===== src/rtl/rcg_pkg.sv =====
// Package: shared state encoding for the rate-change guard.
// Assumes: nothing beyond the IEEE 1800-2017 language.
package rcg_pkg;

    typedef enum logic [3:0] {
        ST_IDLE     = 4'd0,  // waiting for a bring-up request
        ST_QUIESCE  = 4'd1,  // training off, fast support off
        ST_TRAIN    = 4'd2,  // training released, waiting for active state
        ST_PROMOTE  = 4'd3,  // one-cycle high-rate request
        ST_DWELL_UP = 4'd4,  // timed wait after promotion
        ST_RUN      = 4'd5,  // link active
        ST_DWELL_DN = 4'd6,  // timed wait after low-power entry
        ST_SLEEP    = 4'd7,  // low power held
        ST_WAKE     = 4'd8   // wake: drop fast support, keep training on
    } seq_state_t;

    // True for the two states in which the dwell timer runs.
    function automatic logic is_dwell(input seq_state_t s);
        return (s == ST_DWELL_UP) || (s == ST_DWELL_DN);
    endfunction

endpackage


===== src/rtl/rcg_dwell_timer.sv =====
// Module: rcg_dwell_timer
// Counts consecutive cycles while run_i is high and flags the last one.
// Assumes: run_i drops in the cycle after expire_o (the owner leaves the
// dwell state), and CHECK_CYCLES >= 2.
module rcg_dwell_timer #(
    parameter int CHECK_CYCLES = 250000
) (
    input  logic clk,
    input  logic rst_n,
    input  logic run_i,
    output logic expire_o
);
    localparam int CNT_W = (CHECK_CYCLES > 2) ? $clog2(CHECK_CYCLES) : 1;
    localparam logic [CNT_W-1:0] LAST = CNT_W'(CHECK_CYCLES - 1);

    logic [CNT_W-1:0] cnt_q;

    // Last dwell cycle is reached when the count hits CHECK_CYCLES-1.
    assign expire_o = run_i && (cnt_q == LAST);

    // Count up while running, restart at zero otherwise or after expiry.
    always_ff @(posedge clk) begin
        if (!rst_n) begin
            cnt_q <= '0;
        end else if (run_i && !expire_o) begin
            cnt_q <= cnt_q + 1'b1;
        end else begin
            cnt_q <= '0;
        end
    end

    AST_CNT_BOUND: assert property (@(posedge clk) disable iff (!rst_n)
        cnt_q <= LAST);
    AST_IDLE_ZERO: assert property (@(posedge clk) disable iff (!rst_n)
        !$past(run_i) |-> cnt_q == '0);

endmodule


===== src/rtl/rcg_rst_pulse.sv =====
// Module: rcg_rst_pulse
// Stretches a one-cycle fire request into a receiver reset of RST_CYCLES.
// Assumes: fire_i never arrives while a pulse is still running.
module rcg_rst_pulse #(
    parameter int RST_CYCLES = 4
) (
    input  logic clk,
    input  logic rst_n,
    input  logic fire_i,
    output logic pulse_o
);
    generate
        if (RST_CYCLES <= 1) begin : g_single
            logic hit_q;
            // Single-cycle pulse: one flop is enough.
            always_ff @(posedge clk) begin
                if (!rst_n) hit_q <= 1'b0;
                else        hit_q <= fire_i;
            end
            assign pulse_o = hit_q;
        end else begin : g_counted
            localparam int LEN_W = $clog2(RST_CYCLES + 1);
            localparam logic [LEN_W-1:0] LEN = LEN_W'(RST_CYCLES);
            logic [LEN_W-1:0] left_q;
            // Load the length on fire, count down to zero.
            always_ff @(posedge clk) begin
                if (!rst_n)              left_q <= '0;
                else if (fire_i)         left_q <= LEN;
                else if (left_q != '0)   left_q <= left_q - 1'b1;
            end
            assign pulse_o = (left_q != '0);

            AST_NO_REFIRE: assert property (@(posedge clk) disable iff (!rst_n)
                fire_i |-> left_q == '0);
            AST_LEN_BOUND: assert property (@(posedge clk) disable iff (!rst_n)
                left_q <= LEN);
        end
    endgenerate

endmodule


===== src/rtl/rcg_seq_fsm.sv =====
// Module: rcg_seq_fsm
// Sequencer for bring-up, promotion, low-power entry and wake. It decides
// the stuck check at the end of each dwell and asks for a reset pulse.
// Assumes: inputs are synchronous to clk; the dwell timer flags expiry.
module rcg_seq_fsm
    import rcg_pkg::*;
#(
    parameter int          CODE_W      = 6,
    parameter logic [CODE_W-1:0] ACTIVE_CODE = 6'h11,
    parameter logic [CODE_W-1:0] RLOCK_CODE  = 6'h0D
) (
    input  logic              clk,
    input  logic              rst_n,
    input  logic [CODE_W-1:0] train_code_i,
    input  logic              rx_valid_i,
    input  logic              partner_fast_i,
    input  logic              bringup_req_i,
    input  logic              sleep_req_i,
    input  logic              wake_req_i,
    input  logic              expire_i,
    output logic              dwell_o,
    output logic              fire_o,
    output logic              train_en_o,
    output logic              fast_allow_o,
    output logic              fast_req_o,
    output logic              low_power_o
);
    seq_state_t state_q, state_d;
    logic       fast_q;
    logic       active_seen;
    logic       stuck_now;

    assign active_seen = (train_code_i == ACTIVE_CODE);
    assign stuck_now   = (train_code_i == RLOCK_CODE) && !rx_valid_i;

    // Next-state selection for the whole sequence.
    always_comb begin
        state_d = state_q;
        unique case (state_q)
            ST_IDLE:     if (bringup_req_i) state_d = ST_QUIESCE;
            ST_QUIESCE:  state_d = ST_TRAIN;
            ST_TRAIN:    if (active_seen)
                             state_d = partner_fast_i ? ST_PROMOTE : ST_RUN;
            ST_PROMOTE:  state_d = ST_DWELL_UP;
            ST_DWELL_UP: if (expire_i) state_d = ST_RUN;
            ST_RUN:      if (sleep_req_i) state_d = ST_DWELL_DN;
            ST_DWELL_DN: if (expire_i) state_d = ST_SLEEP;
            ST_SLEEP:    if (wake_req_i) state_d = ST_WAKE;
            ST_WAKE:     state_d = ST_TRAIN;
            default:     state_d = ST_IDLE;
        endcase
    end

    // State register.
    always_ff @(posedge clk) begin
        if (!rst_n) state_q <= ST_IDLE;
        else        state_q <= state_d;
    end

    // High-rate support: cleared on bring-up and wake, set on promotion.
    always_ff @(posedge clk) begin
        if (!rst_n)                                              fast_q <= 1'b0;
        else if (state_d == ST_QUIESCE || state_d == ST_WAKE)    fast_q <= 1'b0;
        else if (state_d == ST_PROMOTE)                          fast_q <= 1'b1;
    end

    assign dwell_o      = is_dwell(state_q);
    assign fire_o       = dwell_o && expire_i && stuck_now;
    assign train_en_o   = (state_q != ST_IDLE) && (state_q != ST_QUIESCE);
    assign fast_allow_o = fast_q;
    assign fast_req_o   = (state_q == ST_PROMOTE);
    assign low_power_o  = (state_q == ST_DWELL_DN) || (state_q == ST_SLEEP);

    AST_RELEASE_SLOW: assert property (@(posedge clk) disable iff (!rst_n)
        $rose(train_en_o) |-> !fast_allow_o);
    AST_REQ_WITH_ALLOW: assert property (@(posedge clk) disable iff (!rst_n)
        fast_req_o |-> fast_allow_o);
    AST_REQ_AFTER_ACTIVE: assert property (@(posedge clk) disable iff (!rst_n)
        $rose(fast_req_o) |-> $past(train_code_i == ACTIVE_CODE && partner_fast_i));
    AST_REQ_ONE_CYCLE: assert property (@(posedge clk) disable iff (!rst_n)
        fast_req_o |=> !fast_req_o);
    AST_WAKE_SLOW: assert property (@(posedge clk) disable iff (!rst_n)
        (state_q == ST_WAKE) |-> (!fast_allow_o && !low_power_o && train_en_o));
    AST_SLEEP_FROM_RUN: assert property (@(posedge clk) disable iff (!rst_n)
        $rose(low_power_o) |-> $past(sleep_req_i));

endmodule


===== src/rtl/rate_change_guard.sv =====
// Module: rate_change_guard (top)
// Wraps the sequencer, the dwell timer and the receiver reset stretcher.
// Assumes: CHECK_CYCLES is well above RST_CYCLES, so a pulse ends before
// the next check can be reached.
module rate_change_guard #(
    parameter int          CODE_W       = 6,
    parameter logic [CODE_W-1:0] ACTIVE_CODE  = 6'h11,
    parameter logic [CODE_W-1:0] RLOCK_CODE   = 6'h0D,
    parameter int          CHECK_CYCLES = 250000,
    parameter int          RST_CYCLES   = 4
) (
    input  logic              clk,
    input  logic              rst_n,
    input  logic [CODE_W-1:0] train_code_i,
    input  logic              rx_valid_i,
    input  logic              partner_fast_i,
    input  logic              bringup_req_i,
    input  logic              sleep_req_i,
    input  logic              wake_req_i,
    output logic              train_en_o,
    output logic              fast_allow_o,
    output logic              fast_req_o,
    output logic              low_power_o,
    output logic              rx_rst_o
);
    logic dwell;
    logic expire;
    logic fire;

    rcg_seq_fsm #(
        .CODE_W      (CODE_W),
        .ACTIVE_CODE (ACTIVE_CODE),
        .RLOCK_CODE  (RLOCK_CODE)
    ) u_fsm (
        .clk            (clk),
        .rst_n          (rst_n),
        .train_code_i   (train_code_i),
        .rx_valid_i     (rx_valid_i),
        .partner_fast_i (partner_fast_i),
        .bringup_req_i  (bringup_req_i),
        .sleep_req_i    (sleep_req_i),
        .wake_req_i     (wake_req_i),
        .expire_i       (expire),
        .dwell_o        (dwell),
        .fire_o         (fire),
        .train_en_o     (train_en_o),
        .fast_allow_o   (fast_allow_o),
        .fast_req_o     (fast_req_o),
        .low_power_o    (low_power_o)
    );

    rcg_dwell_timer #(
        .CHECK_CYCLES (CHECK_CYCLES)
    ) u_timer (
        .clk      (clk),
        .rst_n    (rst_n),
        .run_i    (dwell),
        .expire_o (expire)
    );

    rcg_rst_pulse #(
        .RST_CYCLES (RST_CYCLES)
    ) u_pulse (
        .clk     (clk),
        .rst_n   (rst_n),
        .fire_i  (fire),
        .pulse_o (rx_rst_o)
    );

    AST_RST_ON_STUCK: assert property (@(posedge clk) disable iff (!rst_n)
        $rose(rx_rst_o) |-> $past(train_code_i == RLOCK_CODE && !rx_valid_i));
    AST_RST_AFTER_DWELL: assert property (@(posedge clk) disable iff (!rst_n)
        $rose(rx_rst_o) |-> $past(dwell && expire));

endmodule


===== config.mk =====
export PLATFORM = sky130hd
export DESIGN_NAME = rate_change_guard
export DESIGN_NICKNAME = d
export VERILOG_FILES = /design/src/rtl/rcg_pkg.sv /design/src/rtl/rcg_dwell_timer.sv /design/src/rtl/rcg_rst_pulse.sv /design/src/rtl/rcg_seq_fsm.sv /design/src/rtl/rate_change_guard.sv
export SDC_FILE = /design/constraint.sdc
export NUM_CORES = 1
export LEC_CHECK = 0
export BUFFER_PORTS_ARGS = -buffer_cell sky130_fd_sc_hd__buf_2
export CAP_MARGIN = 20
export CELL_PAD_IN_SITES_DETAIL_PLACEMENT = 1
export CELL_PAD_IN_SITES_GLOBAL_PLACEMENT = 2
export CORE_MARGIN = 1
export CORE_UTILIZATION = 34
export DETAILED_ROUTE_END_ITERATION = 7
export PLACE_DENSITY = 0.87
export RECOVER_POWER = 100
export SLEW_MARGIN = 0
export SYNTH_ARGS = -nofsm -noshare
export SYNTH_HDL_FRONTEND = slang
export SYNTH_HIERARCHICAL = 1
export SYNTH_SLANG_ARGS = --single-unit

===== constraint.sdc =====
create_clock -name clk -period 2.3 [get_ports clk]
set_input_delay 0.23 -clock clk [delete_from_list [all_inputs] [get_ports clk]]
set_output_delay 0.23 -clock clk [all_outputs]
set_load 0.02 [all_outputs]

**Yosys cells after proc, flatten, opt, wreduce, memory -nomap -nowiden**

Index checks and enable logic that the tools add are counted.

- Word-level logic and storage cells: 52
- Input bits: 13
- Register bits: 26
- Output and inout bits: 5

- Multiplexer cells: 10
- Eq/ne operators: 15
- Bitwise gates (word level): 1
- Reduce and logical (&&, ||, !) cells: 19
- Add/sub/neg operators: 2

Operator list:

| cell | count |
|---|---|
| 4-bit case mux with 8 select lines | 1 |
| 4-bit two-way mux | 6 |
| 18-bit by 1-bit adder with 18-bit output (second input constant) | 1 |
| 18-bit equality test (second input constant) | 1 |
| 4-bit by 3-bit equality test with 1-bit output (second input constant) | 4 |
| 4-bit by 2-bit equality test with 1-bit output (second input constant) | 3 |
| 3-bit two-way mux | 3 |
| 4-bit by 1-bit equality test with 1-bit output (second input constant) | 2 |
| 4-bit equality test (second input constant) | 2 |
| 6-bit by 4-bit equality test with 1-bit output (second input constant) | 1 |
| 6-bit by 5-bit equality test with 1-bit output (second input constant) | 1 |
| 1-bit logical AND | 6 |
| 2-bit OR reduction | 3 |
| 4-bit logical NOT | 1 |
| 4-bit by 1-bit != test with 1-bit output (second input constant) | 1 |
| 4-bit nonzero test | 1 |
| 1-bit logical OR | 3 |
| 3-bit nonzero test | 1 |
| 3-bit by 1-bit subtractor with 3-bit output (second input constant) | 1 |
| 1-bit logical NOT | 2 |
| 2-bit AND reduction | 1 |
| 2-bit nonzero test | 1 |
| 1-bit inverter | 1 |

**Longest topological paths before layout**

Gate-level depths: netlist of run 1.

- Word-level depth: 8
- Depth in mapped cells: 10
- Depth with buffers taken out: 9

**Cells and area by module**

The synthesis of run 1 kept the hierarchy.

By module, submodules not included:

| module | times used | seq. area each (sq um) | area each (sq um) | cells an instance |
|---|---|---|---|---|
| rcg_dwell_timer | 1 | 360.3 | 847.1 | 99 |
| rcg_seq_fsm | 1 | 100.1 | 451.7 | 54 |
| rcg_rst_pulse | 1 | 60.1 | 167.7 | 18 |

**Least setup slack after synthesis of run 1**

No wires, ideal clock.

- Path type: register -> register
- Start point: register u_fsm.state_q[3]
- End point: register u_pulse.g_counted.left_q[1]
- Library setup time: 130 ps
- Data required time: 2170 ps
- Path buffers: 1
- Arrival: 1662 ps
- Stages on the path, launching flop included: 10
- Clock period less this slack: 1792 ps
- Setup slack: 508 ps
- Path through: dfxtp_1 buf_2 or2b_1 nor2_1 inv_1 nor3_1 nand4_1 nor4_1 nand2b_1 a211oi_1

- Longest elaborated chain between the ends: 6
- Elaborated cells between the ends (all ways): 7
- Classes of those cells: 2 x eq/ne; 5 x reduce/logical

Ends and longest elaborated chain:

| item | RTL line | source |
|---|---|---|
| from (decl) | rcg_seq_fsm.sv:28 | `seq_state_t state_q, state_d;` |
| from (signal assigned) | rcg_seq_fsm.sv:57 | `else state_q <= state_d;` |
| 4-bit by 3-bit equality test with 1-bit output | rcg_pkg.sv:19 | `return (s == ST_DWELL_UP) \|\| (s == ST_DWELL_DN);` |
| 1-bit logical OR (*) | rcg_pkg.sv:19 |  |
| via dwell | rate_change_guard.sv:26 | `logic dwell;` |
| 1-bit logical AND (*) | rcg_dwell_timer.sv:19 | `assign expire_o = run_i && (cnt_q == LAST);` |
| via expire | rate_change_guard.sv:27 | `logic expire;` |
| 1-bit logical AND (*) (2 in a row) | rcg_seq_fsm.sv:68 | `assign fire_o = dwell_o && expire_i && stuck_now;` |
| via fire | rate_change_guard.sv:28 | `logic fire;` |
| 2-bit OR reduction (no source line) (*) | -- |  |
| to (signal assigned) | rcg_rst_pulse.sv:29 | `else if (left_q != '0) left_q <= left_q - 1'b1;` |
| to (decl) | rcg_rst_pulse.sv:24 | `logic [LEN_W-1:0] left_q;` |

The timed path passes the listed nets; every way through them passes the cells marked *.
A chain may end at the register's enable or synchronous reset.

**Final worst setup path of run 1**

- Start point: register u_timer.cnt_q[0]
- End point: register u_pulse.g_counted.left_q[1]

- Longest elaborated chain between the ends: 5

Ends and longest elaborated chain:

| item | RTL line | source |
|---|---|---|
| from (decl) | rcg_dwell_timer.sv:16 | `logic [CNT_W-1:0] cnt_q;` |
| from (signal assigned) | rcg_dwell_timer.sv:26 | `cnt_q <= cnt_q + 1'b1;` |
| 18-bit equality test | rcg_dwell_timer.sv:19 |  |
| 1-bit logical AND | rcg_dwell_timer.sv:19 |  |
| via expire | rate_change_guard.sv:27 |  |
| 1-bit logical AND (2 in a row) | rcg_seq_fsm.sv:68 |  |
| via fire | rate_change_guard.sv:28 |  |
| 2-bit OR reduction (no source line) | -- |  |

The timed path passes the listed nets, and every way through them passes these cells.

==> impl_metrics.toml, run 1 <==
[cts]
clkLatencyLatePin_ns = 0.27
clk_path_buf_depth = 2
htree_levels = 1
cts_buffers = 3
cts.sinks = 26
cts_setup_buffers = 0
cts_resized = 0
clk_pin_slew_worst_paths_ns = 0.08
cts_tree = "yes"
cts_hold_buf = 0
root_buffer = "clkbuf_8"

[sta]
postLayoutSetupSlackWorst_ns = 0.309
fmax_ghz = 0.502
skew_ns = 0.00206
slew_headroom_pct = 69.9
tns_ns = 0
hold_viol_final = 0
min_period_over_period_pct = 86.5
worst_slew_pin_slew_ns = 0.451
drv_slew = 0
grt_setup_unrepaired = "false"
period_minus_slack_ns = 1.99
setup_viol = 0

[final_layout]
antenna_cells = 0
fill_cells = 497
area_delta_synth_final_pct = 9.30
post-route-util_pct = 39.5
drive_gt1_share_pct = 12.3
num-nets-final = 206
layoutNonFillerInstCount = 237

[grt]
grt_max_degree = 19
grt_pass1_wl_microns = 5870
grtUsageMet1_pct = 21.5
use_met2_pct = 28.7
grt_pass1_vias = 1248
met3_usage_pct = 2.36
busiest_layer = "met2"
grt-ovfl-total = 0
grt_use_total_pct = 17.0
antenna_found_initial = 0

[route]
drt_pass1_iterations = 4
wirelength_microns = 3410
drtAntennaViolNets = 0
drt-initial-drc-count = 68
viasPerCell = 5.30
vias = 1255
drc = 0
routedWlPerCell_microns = 14.4

[job]
maxCapViolCount = 0

[placement]
post-place-ws_ns = 0.295
gp_congestion = 0.894
port-buffer-count = 17
place_hpwl_microns = 2570
placedCellCount = 234

[power]
power_uw = 907
clkPwrFrac_pct = 28.1
sw_frac_of_total_pct = 27.7
comb_power_share_pct = 18.2
pwr-share-seq_pct = 53.7
internal_power_uw = 656
p_leak_nw = 0.523
vdd_drop_max_v = 0.000236
switching_power_uw = 252
power_density_mw_per_mm2 = 566

[critical_path]
required_ns = 2.46
cp-end-kind = "flip-flop"
critPathKind = "flip-flop to flip-flop"
crit_fanout = 4
r2r_cells = 8
critical_path_arrival_ns = 2.15
worstSetupStartpointType = "flip-flop"

[die]
pin_count = 18
core_sq_mm = 0.00406
die-width_microns = 67.7
design.die.area_sq_mm = 0.00458
start_util_pct = 36.1
core.rowCount = 23
chipHeight_microns = 67.7

[worst_hold_path]
min_path_type = "primary input to flip-flop"
hold_depth = 2

[yosys]
syn_area_sq_mm = 0.00147
yosysWarnings = 6
async_flop_share_pct = 0
avgSynthCellArea_sq_um = 8.58
synth_edf_count = 0
yosysSeqAreaShare_pct = 35.5
ys_types = 47
ys_seq_elements = 26
synth_nets = 188
synth_cells = 171
synthFlopType = "dfxtp_1"

[status]
outcome = "finished, final reports clean"
through the flow:
stage	area, sq um	hold slack [ns]
final	1600	0.267
after global routing	1600	0.265
after CTS	1630	0.275
after detailed placement	1590	0.472
after global placement	1590	0.451
after floorplan	1470	0.347
metal layers:
layer / vias up / wire [microns]
met4: 0 / 70
met3: 9 / 86
met1: 597 / 1610
li1: 631 / -
met2: 18 / 1650
met5: - / 0
layout by cell type, fill, tap and decap left out, types with 2 or more instances in the layout:
master,instances
o21a_1,2
nand4_1,7
a21oi_1,3
nand2_1,7
buf_2,12
nand2b_1,3
and4_1,3
ha_1,4
nand3b_1,2
o211ai_1,2
nor3_1,5
nand3_1,8
nor4_1,7
xor2_1,3
clkbuf_8,3
inv_1,11
nor2b_1,5
dfxtp_1,26
clkbuf_1,5
nor3b_1,2
xnor2_1,13
nor2_1,28
final timing paths:
kind	start	end	slack, ns
max	u_timer/cnt_q[0]	u_pulse/g_counted.left_q[1]	0.31
min	rst_n	u_pulse/g_counted.left_q[2]	0.27
max reg2reg	u_timer/cnt_q[0]	u_pulse/g_counted.left_q[1]	0.31
min reg2reg	u_timer/cnt_q[0]	u_timer/cnt_q[0]	0.49
power groups by stage:
stage                     registers (mW)  logic, mW  clock network [mW]
after detailed placement           0.499      0.172                   0
after global placement             0.496      0.162                   0
after floorplan                    0.491      0.128                   0
after global routing               0.492      0.187               0.276
after CTS                          0.488      0.173               0.263
final                              0.487      0.165               0.255
worst max-delay path: stages (launching register included):
cell and delay (ns):
dfxtp_1 0.40, ha_1 0.26, and4_1 0.24, nand2_1 0.07, nor3_1 0.24, nand4_1 0.14, nor4_1 0.29, nand2b_1 0.18
a211oi_1 0.06
kinds of logic after synthesis:
family	share of synthesized area, %
AOI/OAI and AO/OA	9.47
xor gates and xnor gates	9.56
adders and majority gates	3.41
buffers and inverters	5.80
DFF	35.5
muxes	0.768
and+or+nand+nor	35.5
state kept, by name (all words and copies together), names as in the netlist:
name	count
u_fsm/fast_allow_o	1
u_pulse/g_counted.left_q	3
u_timer/cnt_q	18
u_fsm/state_q	4
cell type report:
class / instances / area, sq um / share of cell area, %
Sequential cell: 26 / 520 / 32.5
Clock buffer: 3 / 41.3 / 2.58
Inverter: 11 / 41.3 / 2.58
Multi-Input combinational cell: 128 / 846 / 52.8
Tap cell: 50 / 62.6 / 3.90
Timing Repair Buffer: 19 / 91.3 / 5.70
synth_stat cells, types with 3 or more instances:
| cell type | instances | area [sq um] |
|---|---|---|
| ha_1 | 4 | 50.1 |
| nand2b_1 | 3 | 18.8 |
| nor4_1 | 7 | 43.8 |
| nor2_1 | 28 | 105 |
| nor2b_1 | 5 | 31.3 |
| inv_1 | 11 | 41.3 |
| nand3_1 | 8 | 40.0 |
| nand2_1 | 7 | 26.3 |
| nor3_1 | 5 | 25.0 |
| and4_1 | 3 | 26.3 |
| nand4_1 | 7 | 43.8 |
| xnor2_1 | 13 | 114 |
| a21oi_1 | 3 | 15.0 |
| xor2_1 | 3 | 26.3 |
| dfxtp_1 | 26 | 521 |
(Power assumes the default switching activity.)
==> inputs of run 2 (changes only) <==
--- a/config.mk
+++ b/config.mk
@@ -11,11 +11,11 @@
 export CELL_PAD_IN_SITES_GLOBAL_PLACEMENT = 2
 export CORE_MARGIN = 1
 export CORE_UTILIZATION = 34
+export CTS_CLUSTER_SIZE = 10
 export DETAILED_ROUTE_END_ITERATION = 7
 export PLACE_DENSITY = 0.87
 export RECOVER_POWER = 100
 export SLEW_MARGIN = 0
 export SYNTH_ARGS = -nofsm -noshare
 export SYNTH_HDL_FRONTEND = slang
-export SYNTH_HIERARCHICAL = 1
 export SYNTH_SLANG_ARGS = --single-unit
==> run 2 against run 1 <==
Effect of this change: core utilization increased by 0.88 points; global-route usage decreased by 0.61 points; first-iteration DRC count shrank 72%; final cell count is 7.2% lower; setup slack improved by 0.071 ns; wire length fell by 8.8%.
==> impl_metrics.toml, run 2 <==
[critical_path]
crit_fanout = 12
r2r_cells = 5
critPathKind = "flip-flop to flip-flop"
rr_startpoint = "u_timer.cnt_q[12]"
timing.rr.end = "u_timer.cnt_q[15]"
required_ns = 2.45
cp_slowest_cell = "dfxtp_1"
worstSetupStartpointType = "flip-flop"
crit_chain = "nand4b_1 -> nor4_1 -> a311o_1 -> clkbuf_2 -> nor2_1"
critical_path_arrival_ns = 2.07
reg2reg_slack_ns = 0.38
cp-end-kind = "flip-flop"
cp_slowest_stage_delay_ns = 0.45

[cts]
cts_tree = "yes"
root_buffer = "clkbuf_8"
clk_pin_slew_worst_paths_ns = 0.09
cts.sinks = 26
htree_levels = 1
cts_hold_buf = 0
clk_path_buf_depth = 2
clkLatencyLatePin_ns = 0.27
cts_setup_buffers = 0
cts_buffers = 3
cts_resized = 0

[sta]
min_period_over_period_pct = 83.4
skew_ns = 0.00317
worst_slew_pin_slew_ns = 0.719
grt_setup_unrepaired = "false"
fmax_ghz = 0.521
period_minus_slack_ns = 1.92
hold_viol_final = 0
slew_headroom_pct = 50.8
whs_ns = 0.232
tns_ns = 0
drv_slew = 0
setup_viol = 0

[route]
drt-initial-drc-count = 19
drt_pass1_iterations = 4
drtAntennaViolNets = 0
drc = 0
wirelength_microns = 3110
viasPerCell = 5.14
routedWlPerCell_microns = 14.1
vias = 1131

[yosys]
synth_cells = 155
synth_top_area_share_pct = 37.7
ys_seq_elements = 26
synth_nets = 172
synth_edf_count = 0
yosysWarnings = 0
synthFlopType = "dfxtp_1"
synth_top_cells_by_area = "dfxtp_1 (38%), xnor2_1 (7.6%), nor2_1 (6.5%)"
synth.most_common_cell = "dfxtp_1"
synthTopCellsByCount = "dfxtp_1 (26), nor2_1 (24), xnor2_1 (12)"
avgSynthCellArea_sq_um = 8.91
syn_area_sq_mm = 0.00138
yosysSeqAreaShare_pct = 37.7
ys_types = 42
async_flop_share_pct = 0
yosys.area.top_type = "dfxtp_1"

[grt]
grt_use_total_pct = 16.4
grt_pass1_wl_microns = 5490
antenna_found_initial = 0
grt-ovfl-total = 0
grt_pass1_vias = 1246
grt_max_degree = 15

[placement]
placedCellCount = 216
gp_congestion = 0.793
port-buffer-count = 17
place_hpwl_microns = 2440

[final_layout]
largest_reg_flops = 18
drive_gt1_share_pct = 15.7
fill_cells = 464
multi_input_area_sq_um = 761
area_delta_synth_final_pct = 10.2
regMostFlops = "u_timer.cnt_q"
final_common_cell = "dfxtp_1"
num-nets-final = 190
antenna_cells = 0
regArea_sq_um = 520
layoutNonFillerInstCount = 220
top_regs = "u_timer.cnt_q (18), u_fsm.state_q (4), u_pulse.g_counted.left_q (3)"
layout_common_cells = "dfxtp_1 (26), nor2_1 (24), buf_2 (13)"
post-route-util_pct = 40.4

[worst_hold_path]
min_path_type = "primary input to flip-flop"
min_from = "rst_n"
min_to = "u_fsm.state_q[1]"
hold_depth = 2

[power]
p_leak_nw = 0.559
power_uw = 967
power_density_mw_per_mm2 = 635
vdd_drop_max_v = 0.000236

[die]
core.rowCount = 22
start_util_pct = 36.6
design.die.area_sq_mm = 0.00432
die-width_microns = 65.7
core_sq_mm = 0.00377
chipHeight_microns = 65.7
pin_count = 18

[status]
outcome = "finished, final reports clean"

[job]
maxCapViolCount = 0
run 2: metrics by stage:
stage               setup slack (ns)  cell area, sq um
floorplan                      0.811              1380
global placement               0.668              1490
detailed placement             0.594              1490
CTS                            0.570              1550
global route                   0.241              1520
finish                         0.381              1520
run 2: kinds of logic after synthesis:
group | Yosys count | share of synthesized area [%]
AOI/OAI and AO/OA | 14 | 10.6
xor gates and xnor gates | 16 | 10.1
adders and majority gates | 4 | 3.62
buffers and inverters | 16 | 6.16
DFF | 26 | 37.7
muxes | 2 | 1.45
and+or+nand+nor | 77 | 30.3
run 2: cell type report:
| type | count | area share [%] |
|---|---|---|
| clock buffer | 4 | 3.62 |
| inverter | 11 | 2.71 |
| multi-input combinational | 113 | 50.0 |
| timing repair buffer | 18 | 5.59 |
| sequential | 26 | 34.2 |
| tap | 48 | 3.94 |
run 2: power by group:
part           total [mW]  internal (mW)  switching [mW]
clock network       0.293          0.153           0.140
registers           0.488          0.470          0.0176
logic               0.186         0.0852           0.101
run 2: metal layers:
layer  global-route usage [%]  vias to the layer above  routed length, microns
met1                     18.2                      541                    1420
li1                         -                      566                       -
met3                     2.08                        4                      99
met5                        0                        -                       0
met2                     31.8                       20                    1560
met4                     4.89                        0                      27
run 2: how the worst max path moves through the flow:
| stage | start | end | slack, ns |
|---|---|---|---|
| floorplan | u_timer.cnt_q[0] | u_fsm.fast_allow_o | 0.81 |
| global placement | train_code_i[1] | u_fsm.fast_allow_o | 0.67 |
| detailed placement | u_timer.cnt_q[12] | u_timer.cnt_q[15] | 0.59 |
| CTS | u_timer.cnt_q[4] | u_timer.cnt_q[15] | 0.57 |
| global route | u_timer.cnt_q[12] | u_timer.cnt_q[9] | 0.24 |
| finish | u_timer.cnt_q[12] | u_timer.cnt_q[15] | 0.38 |
run 2: worst max-delay path: cells and delay by family (launching register included):
| kind | cells | cell delay [ns] |
|---|---|---|
| simple gates | 3 | 0.62 |
| flops | 1 | 0.45 |
| buf+inv | 1 | 0.33 |
| compound gates | 1 | 0.41 |
